==> config.mk <==
export PLATFORM = sky130hd
export DESIGN_NAME = twi_bus_front
export DESIGN_NICKNAME = d
export VERILOG_FILES = /design/src/rtl/twi_fe_pkg.sv /design/src/rtl/twi_sync.sv /design/src/rtl/twi_glitch_filter.sv /design/src/rtl/twi_cond_detect.sv /design/src/rtl/twi_sda_gate.sv /design/src/rtl/twi_bus_front.sv
export SDC_FILE = /design/constraint.sdc
export NUM_CORES = 1
export LEC_CHECK = 0
export BUFFER_PORTS_ARGS = -buffer_cell sky130_fd_sc_hd__buf_2
export CAP_MARGIN = 20
export CELL_PAD_IN_SITES_DETAIL_PLACEMENT = 0
export CELL_PAD_IN_SITES_GLOBAL_PLACEMENT = 2
export CORE_ASPECT_RATIO = 1.5
export CORE_MARGIN = 2
export CORE_UTILIZATION = 35
export CTS_BUF_LIST = sky130_fd_sc_hd__clkbuf_8 sky130_fd_sc_hd__clkbuf_16
export CTS_CLUSTER_SIZE = 28
export DETAILED_ROUTE_END_ITERATION = 8
export PLACE_DENSITY_LB_ADDON = 0.12
export SLEW_MARGIN = 20
export SYNTH_ARGS = -nofsm -noshare
export SYNTH_HDL_FRONTEND = slang
export SYNTH_SLANG_ARGS = --single-unit
==> constraint.sdc <==
create_clock -name clk -period 1.7 [get_ports clk]
set_input_delay 0.085 -clock clk [delete_from_list [all_inputs] [get_ports clk]]
set_output_delay 0.085 -clock clk [all_outputs]
set_load 0.05 [all_outputs]
==> src/rtl/twi_fe_pkg.sv <==
package twi_fe_pkg;

   // width needed to hold values 0..n
   function automatic int cnt_width(input int n);
      return (n < 1) ? 1 : $clog2(n + 1);
   endfunction

   typedef struct packed {
      logic start;
      logic stop;
      logic bit_strobe;
      logic bit_value;
      logic clk_fall;
      logic idle;
   } twi_evt_t;

endpackage

==> src/rtl/twi_sync.sv <==
module twi_sync #(
   parameter int STAGES  = 2,
   parameter bit RST_VAL = 1'b1
) (
   input  logic clk,
   input  logic rst_n,
   input  logic d_in,
   output logic q_out
);

   generate
      if (STAGES < 2) begin : g_bad_stages
         $error("twi_sync: STAGES must be at least 2");
      end
   endgenerate

   logic [STAGES-1:0] chain;

   genvar gi;
   generate
      for (gi = 0; gi < STAGES; gi++) begin : g_stage
         if (gi == 0) begin : g_first
            always_ff @(posedge clk or negedge rst_n) begin
               if (!rst_n) chain[gi] <= RST_VAL;
               else        chain[gi] <= d_in;
            end
         end else begin : g_next
            always_ff @(posedge clk or negedge rst_n) begin
               if (!rst_n) chain[gi] <= RST_VAL;
               else        chain[gi] <= chain[gi-1];
            end
         end
      end
   endgenerate

   assign q_out = chain[STAGES-1];

endmodule

==> src/rtl/twi_glitch_filter.sv <==
module twi_glitch_filter
   import twi_fe_pkg::*;
#(
   parameter int FILT_CYC = 10,
   parameter bit RST_VAL  = 1'b1
) (
   input  logic clk,
   input  logic rst_n,
   input  logic d_in,
   output logic q_out
);

   localparam int CW = cnt_width(FILT_CYC);

   generate
      if (FILT_CYC < 1) begin : g_bad_filt
         $error("twi_glitch_filter: FILT_CYC must be at least 1");
      end
   endgenerate

   logic q_r;

   generate
      if (FILT_CYC == 1) begin : g_pass
         // a single sample is enough: plain register
         always_ff @(posedge clk or negedge rst_n) begin
            if (!rst_n) q_r <= RST_VAL;
            else        q_r <= d_in;
         end
      end else begin : g_persist
         logic [CW-1:0] run_cnt;
         always_ff @(posedge clk or negedge rst_n) begin
            if (!rst_n) begin
               q_r     <= RST_VAL;
               run_cnt <= '0;
            end else if (d_in == q_r) begin
               run_cnt <= '0;
            end else if (run_cnt == CW'(FILT_CYC - 1)) begin
               q_r     <= d_in;
               run_cnt <= '0;
            end else begin
               run_cnt <= run_cnt + 1'b1;
            end
         end
      end
   endgenerate

   assign q_out = q_r;

   // an accepted level is one that was present at the input
   a_r6_filter_follows: assert property (@(posedge clk) disable iff (!rst_n)
      !$stable(q_r) |-> ($past(d_in) == q_r));

endmodule

==> src/rtl/twi_cond_detect.sv <==
module twi_cond_detect
   import twi_fe_pkg::*;
(
   input  logic     clk,
   input  logic     rst_n,
   input  logic     scl_f,
   input  logic     sda_f,
   output twi_evt_t evt
);

   logic scl_d, sda_d;
   logic start_c, stop_c, rise_c, fall_c;

   always_comb begin
      start_c = scl_f &  sda_d & ~sda_f;
      stop_c  = scl_f & ~sda_d &  sda_f;
      rise_c  = scl_f & ~scl_d;
      fall_c  = scl_d & ~scl_f;
   end

   always_ff @(posedge clk or negedge rst_n) begin
      if (!rst_n) begin
         scl_d <= 1'b1;
         sda_d <= 1'b1;
         evt   <= '{start: 1'b0, stop: 1'b0, bit_strobe: 1'b0,
                    bit_value: 1'b0, clk_fall: 1'b0, idle: 1'b1};
      end else begin
         scl_d          <= scl_f;
         sda_d          <= sda_f;
         evt.start      <= start_c;
         evt.stop       <= stop_c;
         evt.bit_strobe <= rise_c & ~start_c & ~stop_c;
         if (rise_c) evt.bit_value <= sda_f;
         evt.clk_fall   <= fall_c;
         evt.idle       <= scl_f & sda_f;
      end
   end

   // a fall strobe never lasts two cycles
   a_r5_fall_single: assert property (@(posedge clk) disable iff (!rst_n)
      evt.clk_fall |=> !evt.clk_fall);

endmodule

==> src/rtl/twi_sda_gate.sv <==
module twi_sda_gate
   import twi_fe_pkg::*;
#(
   parameter int HOLD_CYC = 60
) (
   input  logic clk,
   input  logic rst_n,
   input  logic scl_f,
   input  logic drive_req,
   output logic sda_oe
);

   localparam int HW = cnt_width(HOLD_CYC);

   generate
      if (HOLD_CYC < 1) begin : g_bad_hold
         $error("twi_sda_gate: HOLD_CYC must be at least 1");
      end
   endgenerate

   logic          scl_q;
   logic          fall_now;
   logic [HW-1:0] hold_cnt;
   logic          window_open;

   always_comb begin
      fall_now    = scl_q & ~scl_f;
      window_open = ~scl_f & ~fall_now & (hold_cnt == '0);
   end

   always_ff @(posedge clk or negedge rst_n) begin
      if (!rst_n) begin
         scl_q    <= 1'b1;
         hold_cnt <= '0;
         sda_oe   <= 1'b0;
      end else begin
         scl_q <= scl_f;
         if (fall_now)
            hold_cnt <= HW'(HOLD_CYC);
         else if (~scl_f && hold_cnt != '0)
            hold_cnt <= hold_cnt - 1'b1;
         if (window_open)
            sda_oe <= drive_req;
      end
   end

   // enable only moves when the clock line was low
   a_r10_oe_only_low: assert property (@(posedge clk) disable iff (!rst_n)
      !$stable(sda_oe) |-> !$past(scl_f));

endmodule

==> src/rtl/twi_bus_front.sv <==
module twi_bus_front
   import twi_fe_pkg::*;
#(
   parameter int SYNC_STAGES = 2,
   parameter int FILT_CYC    = 10,
   parameter int HOLD_CYC    = 60
) (
   input  logic clk,
   input  logic rst_n,
   input  logic scl_in,
   input  logic sda_in,
   input  logic sda_drive_req,
   output logic sda_oe,
   output logic start_evt,
   output logic stop_evt,
   output logic bit_valid,
   output logic bit_val,
   output logic scl_fall,
   output logic bus_idle
);

   logic     scl_s, sda_s;
   logic     scl_f, sda_f;
   twi_evt_t evt;

   twi_sync #(.STAGES(SYNC_STAGES), .RST_VAL(1'b1)) u_sync_scl (
      .clk(clk), .rst_n(rst_n), .d_in(scl_in), .q_out(scl_s));
   twi_sync #(.STAGES(SYNC_STAGES), .RST_VAL(1'b1)) u_sync_sda (
      .clk(clk), .rst_n(rst_n), .d_in(sda_in), .q_out(sda_s));

   twi_glitch_filter #(.FILT_CYC(FILT_CYC), .RST_VAL(1'b1)) u_filt_scl (
      .clk(clk), .rst_n(rst_n), .d_in(scl_s), .q_out(scl_f));
   twi_glitch_filter #(.FILT_CYC(FILT_CYC), .RST_VAL(1'b1)) u_filt_sda (
      .clk(clk), .rst_n(rst_n), .d_in(sda_s), .q_out(sda_f));

   twi_cond_detect u_detect (
      .clk(clk), .rst_n(rst_n), .scl_f(scl_f), .sda_f(sda_f), .evt(evt));

   twi_sda_gate #(.HOLD_CYC(HOLD_CYC)) u_gate (
      .clk(clk), .rst_n(rst_n), .scl_f(scl_f),
      .drive_req(sda_drive_req), .sda_oe(sda_oe));

   assign start_evt = evt.start;
   assign stop_evt  = evt.stop;
   assign bit_valid = evt.bit_strobe;
   assign bit_val   = evt.bit_value;
   assign scl_fall  = evt.clk_fall;
   assign bus_idle  = evt.idle;

   // bus events are mutually exclusive
   a_r8_one_event: assert property (@(posedge clk) disable iff (!rst_n)
      $onehot0({start_evt, stop_evt, bit_valid}));

   // a stop always leaves the bus idle
   a_r3_stop_idle: assert property (@(posedge clk) disable iff (!rst_n)
      stop_evt |-> bus_idle);

   // the enable never moves in the cycle right after a clock fall strobe
   a_r9_no_early_oe: assert property (@(posedge clk) disable iff (!rst_n)
      scl_fall |=> $stable(sda_oe));

endmodule

==> metrics.md, run 1 <==
| Metric | Value |
|---|---|
| Die height | 76.4 microns |
| Residual DRC | 0 |
| Critical Path AT | 1.84 ns |
| Vias | 757 |
| DRT antenna net count | 0 |
| Place WS | 0.0327 ns |
| R2R cell count | 5 |
| Largest stage delay, worst path | 0.40 ns |
| Area leader, netlist | dfrtp_1 |
| Post-route cell area | 1450 sq um |
| Layout cell share with drive strength beyond 1 | 30.3% |
| CP Cell Sequence | inv_1 > ha_1 > or3b_4 > nor3_1 > mux2_2 |
| Final setup viols | 0 |
| Number of antenna diodes | 0 |
| Initial core utilization | 36.2% |
| Area contributors post-synth | dfrtp_1 (41%), dfstp_2 (19%), ha_1 (6.1%), nor2_1 (4.6%), mux2_2 (3.7%) |
| Fin crit share | 98.6% |
| First-pass GRT wire length | 3.31 mm |
| Post-synthesis mux area share | 6.13% |
| CP max stage cell | or3b_4 |
| Req. time, crit path | 1.86 ns |
| Crit path max fanout | 4 |
| Asr flop ratio synth | 100% |
| Slew Viols, Final | 0 |
| Std cell rows | 26 |
| Hold Crit Class | input pin to register |
| Cells after Synth | 99 |
| RSZ-0062 raised after global routing | yes |
| CTS H-tree lvls | 2 |
| Synth-to-Final Area Change | 18.7% |
| Mean routed wirelength per cell | 11.6 microns |
| Hold Path Depth | 2 |
| Fin crit period | 1.68 ns |
| Overall routed net length | 1.91 mm |
| CTS Buf Count | 5 |
| Post-Synth Simple-Gate Area | 15.0% |
| Avg Cell Area, Syn | 12.4 sq um |
| Mapped cell area | 1220 sq um |
| Post-synthesis cell type count | 28 |
| Compound-Gate Fraction of Synth Area | 5.93% |
| GRT Util Overall | 11.4% |
| Die area | 3990 sq um |
| Slew @ Worst Pin | 0.622 ns |
| GR Overflow Total | 0 |
| I/O Buffers | 11 |
| EDFF count, synth | 0 |
| Clock transition at path regs | 0.06 ns |
| DPL Wire Length | 1.32 mm |
| Sink Count | 29 |
| Synth warn | 0 |
| Pwr per Cell Area | 1390 nW/um^2 |
| Most common cell after layout, fill and taps aside | dfrtp_1 |
| Synth Flop Type | dfrtp_1 |
| Fin. Hold Viols | 0 |
| Post-synthesis adder-cell area fraction | 6.13% |
| CTS tree | yes |
| Placed cell area | 1340 sq um |
| Routed vias/inst | 4.62 |
| Clock tree buffer depth | 2 |
| Worst vdd ir | 606 uV |
| 1st-iter DRT viols | 16 |
| Placer congestion estimate | 0.686 |
| Max Cap Viol | 0 |
| Yosys reg bits | 29 |
| Number of global-route vias before repair | 750 |
| Antenna violations before repair | 0 |
| # IOs | 12 |
| Nets | 132 |
| Leak Pwr | 0.000698 uW |
| Startpoint Class | register |
| Clk_lat worst skew | 0.28 ns |
| Die span in x | 52.3 microns |
| Outcome | finished, final reports clean |
| Core ar. | 3380 sq um |
| Most frequent cells in the layout | dfrtp_1 (20), nor2_1 (15), buf_2 (11), dfstp_2 (9), inv_1 (7) |
| Final setup margin | 0.0238 ns |
| Seq/Total Area, Yosys | 60.2% |
| Setup bufs post-CTS | 0 |
| DRT Pass-1 Iters | 2 |
| Root Buffer | clkbuf_8 |
| Largest family of logic cells by synthesized area | simple AND/OR/NAND/NOR gates |
| Crit path capture type | register |
| F_max | 597 MHz |
| Syn Nets | 110 |
| Fill cells | 335 |
| WS Path Type | register to register |
| Largest net degree at the start of global routing | 30 |
| Final Skew | 0.00661 ns |
| Slew headroom | 58.6% |
| Synth top area share | 40.9% |
| Post-Synth XOR/XNOR Area | 5.01% |
-- stage by stage --
step | hold slack, ns | total power, uW | utilization [%] | instances | TNS (ns)
floorplan | -0.211 | 1370 | - | 99 | 0
global placement | 0.142 | 1530 | 39.7 | 153 | 0
detailed placement | 0.152 | 1530 | 39.7 | 153 | 0
CTS | 0.0351 | 2060 | 42.9 | 164 | 0
global route | 0.0421 | 2160 | 42.9 | 164 | -0.0161
finish | 0.0477 | 2020 | 42.9 | 164 | 0
-- critical path, delay by kind of cell, from the launching register on --
kind          cells  cell delay [ns]
simple gates      2             0.59
mux               1             0.36
fa+ha+maj         1             0.16
buf+inv           1             0.08
flops             1             0.38
-- state kept, by name, summed over array words and instances, names as in the netlist --
name and cells:
u_detect.evt 6, u_detect.sda_d 1, u_filt_scl.g_persist.run_cnt 4, u_filt_scl.q_out 1, u_filt_sda.g_persist.run_cnt 4, u_filt_sda.q_out 1, u_gate.hold_cnt 6, u_gate.scl_q 1
u_gate.sda_oe 1, u_sync_scl.chain 1, u_sync_scl.q_out 1, u_sync_sda.chain 1, u_sync_sda.q_out 1
-- where the power goes --
part           total [uW]  internal (uW)  switching, uW
Clock                 503            271            232
Combinational         569            287            282
Sequential            951            832            119
Total                2020           1390            632
-- routing by layer --
layer	up-vias	wire length, microns	global-route usage (%)	share of wire (%)
li1	378	-	-	-
met1	362	823	12.8	43
met2	11	952	17.4	50
met3	6	78	4.71	4.1
met4	0	54	6.92	2.8
met5	-	0	0	0
-- what timing repair did --
action	in CTS	in global routing
endpoints found under the setup margin	0	3
gates resized for setup	0	1
hold buffers	3	0
hold endpoints to repair	22	0
-- path summary, 6_finish.rpt --
kind                                       to                start  slack [ns]
setup reg to reg                u_gate.sda_oe   u_gate.hold_cnt[1]        0.02
max in group asynchronous     u_detect.evt[3]                rst_n        0.93
hold reg to reg              u_sync_sda.q_out  u_sync_sda.chain[0]        0.35
min in group asynchronous  u_gate.hold_cnt[2]                rst_n        0.35
setup / recovery                u_gate.sda_oe   u_gate.hold_cnt[1]        0.02
hold / removal                  u_gate.sda_oe        sda_drive_req        0.05
-- synth_stat cells, types with 2 or more instances --
| cell type | instances |
|---|---|
| dfstp_2 | 9 |
| o31ai_1 | 2 |
| nand3_1 | 2 |
| mux2_4 | 2 |
| nor3_1 | 3 |
| mux2_2 | 4 |
| nor2_1 | 15 |
| inv_1 | 4 |
| a21oi_1 | 3 |
| dfrtp_1 | 20 |
| ha_1 | 6 |
| nand2_1 | 3 |
| nand3b_1 | 2 |
| nor2b_1 | 3 |
| xnor2_1 | 2 |
| o21ai_0 | 2 |
| xor2_1 | 5 |
| nand2b_1 | 2 |
-- kinds of logic (layout without fill, tap and decap cells) --
| group | after synthesis | count (layout) |
|---|---|---|
| AOI/OAI and AO/OA | 11 | 11 |
| xor gates and xnor gates | 7 | 7 |
| adders and majority gates | 6 | 6 |
| buffers and inverters | 5 | 28 |
| DFF | 29 | 29 |
| muxes | 6 | 6 |
| and+or+nand+nor | 35 | 35 |
-- cell type report --
type / instances / area, sq um / share of cell area [%]
timing repair buffer: 16 / 100 / 6.89
sequential: 29 / 737 / 50.7
multi-input combinational: 65 / 468 / 32.2
clock buffer: 5 / 68.8 / 4.74
clock inverter: 3 / 11.3 / 0.775
tap: 42 / 52.6 / 3.62
inverter: 4 / 15.0 / 1.03
Note: power is estimated with default switching activity, not from simulation.
==> run 2: changes to the inputs <==
--- a/config.mk
+++ b/config.mk
@@ -16,6 +16,7 @@
 export CTS_CLUSTER_SIZE = 28
 export DETAILED_ROUTE_END_ITERATION = 8
 export PLACE_DENSITY_LB_ADDON = 0.12
+export SETUP_SLACK_MARGIN = 0.15
 export SLEW_MARGIN = 20
 export SYNTH_ARGS = -nofsm -noshare
 export SYNTH_HDL_FRONTEND = slang
==> run 2 against run 1 <==
  * Global-route usage is 1.6 points higher
  * Fmax increased by 2.6%
  * Combinational power up 41%
  * Worst setup slack improved by 0.042 ns
  * Clock-buffer cell count grew 1
  * Core utilization is 3.1 points higher
  * Sequential power down 1%
  * First-iteration DRC count decreased by 38%
  * Final area up 7.3%
  * Total power up 13%
  * Largest power group unchanged
==> metrics.md, run 2 (same netlist as run 1, synthesis figures left out) <==
| Metric | Value |
|---|---|
| Routed vias/inst | 4.60 (-0.42%) |
| Reg2reg end | u_gate.hold_cnt[0] |
| DRT antenna net count | 0 (unchanged) |
| Outcome | finished, final reports clean |
| Req. time, crit path | 1.86 ns (about the same) |
| First-pass GRT wire length | 3.80 mm (+15%) |
| Core ar. | 3380 sq um (unchanged) |
| Register area | 737 sq um (unchanged) |
| Pwr per Cell Area | 1470 nW/um^2 (+5.6%) |
| CP Cell Sequence | inv_2 > ha_4 > or3b_4 > o21ba_4 > mux2_4 |
| Multi-input logic area | 512 sq um (+9.4%) |
| Placed cell area | 1380 sq um (+2.4%) |
| GR Overflow Total | 0 (unchanged) |
| Startpoint Class | register |
| Biggest regs | u_detect.evt (6), u_gate.hold_cnt (6) |
| Largest stage delay, worst path | 0.40 ns (about the same) |
| Die height | 76.4 microns (unchanged) |
| Antenna violations before repair | 0 (unchanged) |
| Die area | 3990 sq um (unchanged) |
| Sink Count | 29 (unchanged) |
| R2R cell count | 5 (unchanged) |
| CTS H-tree lvls | 2 (unchanged) |
| Final Skew | 0.0133 ns (+0.00668 ns) |
| Hold_sp | sda_drive_req |
| Vias | 786 (+3.8%) |
| Layout cell share with drive strength beyond 1 | 39.5% (+9.2 points) |
| Die span in x | 52.3 microns (unchanged) |
| CP max stage cell | dfrtp_1 |
| I/O Buffers | 11 (unchanged) |
| Most common cell after layout, fill and taps aside | dfrtp_1 |
| Root Buffer | clkbuf_8 |
| WS Path Type | register to register |
| Std cell rows | 26 (unchanged) |
| Slew Viols, Final | 0 (unchanged) |
| Slew headroom | 56.8% (-1.7 points) |
| Number of antenna diodes | 0 (unchanged) |
| Mean routed wirelength per cell | 13.0 microns (+12%) |
| GRT Util Overall | 13.0% (+1.6 points) |
| Synth-to-Final Area Change | 27.4% |
| CTS Buf Count | 5 (unchanged) |
| Clock transition at path regs | 0.07 ns (about the same) |
| Clk_lat worst skew | 0.28 ns (about the same) |
| Worst R2R Setup Slack | 0.07 ns (+0.04 ns) |
| Worst Hold Path EP | u_gate.sda_oe |
| Final cell count without fillers | 171 (+4.3%) |
| Fin crit period | 1.63 ns (-0.0420 ns) |
| Residual DRC | 0 (unchanged) |
| DPL Wire Length | 1.48 mm (+13%) |
| RSZ-0062 raised after global routing | yes |
| Hold Path Depth | 2 (unchanged) |
| Hold Crit Class | input pin to register |
| Crit path max fanout | 4 (unchanged) |
| Fin crit share | 96.1% (-2.5 points) |
| Fill cells | 341 (+1.8%) |
| DRT Pass-1 Iters | 3 (+1) |
| Max Cap Viol | 0 (unchanged) |
| # IOs | 12 (unchanged) |
| Critical Path AT | 1.80 ns (-0.04 ns) |
| Most frequent cells in the layout | dfrtp_1 (20), nor2_1 (15), buf_2 (11), buf_4 (9), dfstp_2 (9) |
| Number of global-route vias before repair | 822 (+9.6%) |
| Clock tree buffer depth | 2 (unchanged) |
| Slew @ Worst Pin | 0.648 ns (+0.0262 ns) |
| Final setup viols | 0 (unchanged) |
| Post-route cell area | 1560 sq um (+7.3%) |
| 1st-iter DRT viols | 10 (-6) |
| CTS tree | yes |
| Initial core utilization | 36.2% (unchanged) |
| Worst vdd ir | 788 uV (+30%) |
| Nets | 139 (+5.3%) |
| Fin. Hold Viols | 0 (unchanged) |
| Placer congestion estimate | 0.691 (+0.71%) |
| F_max | 612 MHz (+2.6%) |
| Total power | 2290 uW (+13%) |
| Crit path capture type | register |
| Leak Pwr | 0.000740 uW (+5.9%) |
| Largest net degree at the start of global routing | 30 (unchanged) |
| Reg-to-Reg Start | u_gate.hold_cnt[1] |
| Placed Cells | 156 (+2.0%) |
| Overall routed net length | 2.23 mm (+17%) |
run 2: worst max-delay path by stage:
| stage | depth (start not counted) | to | start | slack, ns |
|---|---|---|---|---|
| final | 5 | u_gate.hold_cnt[0] | u_gate.hold_cnt[1] | 0.07 |
| after global routing | 7 | u_gate.hold_cnt[4] | u_gate.hold_cnt[0] | -0.01 |
| after CTS | 5 | u_gate.hold_cnt[0] | u_gate.hold_cnt[1] | 0.06 |
| after detailed placement | 5 | u_gate.sda_oe | u_gate.hold_cnt[1] | 0.07 |
| after global placement | 5 | u_gate.sda_oe | u_gate.hold_cnt[0] | 0.09 |
| after floorplan | 5 | u_gate.hold_cnt[0] | u_gate.hold_cnt[0] | 0.07 |
run 2: where the power goes:
group          total, uW  internal (uW)  switching [uW]
combinational        804            411             393
clock                552            317             235
sequential           938            832             105
run 2: area by class of cell:
cell class	instances	share of cell area, %
Sequential cell	29	47.3
Inverter	4	0.963
Tap cell	42	3.37
Clock inverter	2	0.482
Timing Repair Buffer	23	9.79
Clock buffer	6	5.30
Multi-Input combinational cell	65	32.8
run 2: metrics by stage:
stage / TNS (ns) / hold slack (ns) / util [%] / worst slack, ns
after floorplan: 0 / -0.211 / - / 0.0668
after global placement: 0 / 0.148 / 40.6 / 0.0911
after detailed placement: 0 / 0.155 / 40.6 / 0.0665
after CTS: 0 / 0.0334 / 45.6 / 0.0648
after global routing: -0.0105 / 0.0375 / 46.1 / -0.0105
final: 0 / 0.0405 / 46.1 / 0.0658
run 2: routing by layer:
| metal | vias up | GRT usage (%) | share of wire [%] | wire length [microns] |
|---|---|---|---|---|
| met5 | - | 0 | 0 | 0 |
| met4 | 0 | 6.15 | 2.7 | 60 |
| met3 | 7 | 4.90 | 3.2 | 71 |
| met2 | 11 | 20.9 | 53 | 1180 |
| met1 | 374 | 14.6 | 41 | 918 |
| li1 | 394 | - | - | - |
run 2: worst max-delay path, delay by kind of cell, from the launching register on:
kind,cells,cell delay (ns)
flops,1,0.40
simple gates,1,0.40
mux,1,0.29
compound gates,1,0.22
fa+ha+maj,1,0.13
buf+inv,1,0.09
run 2: timing repair:
action	in CTS	in global routing
endpoints found under the setup margin	3	5
hold endpoints to repair	22	0
pin swaps	2	2
hold buffers	3	0
setup buffers	4	0
resized for setup	5	3
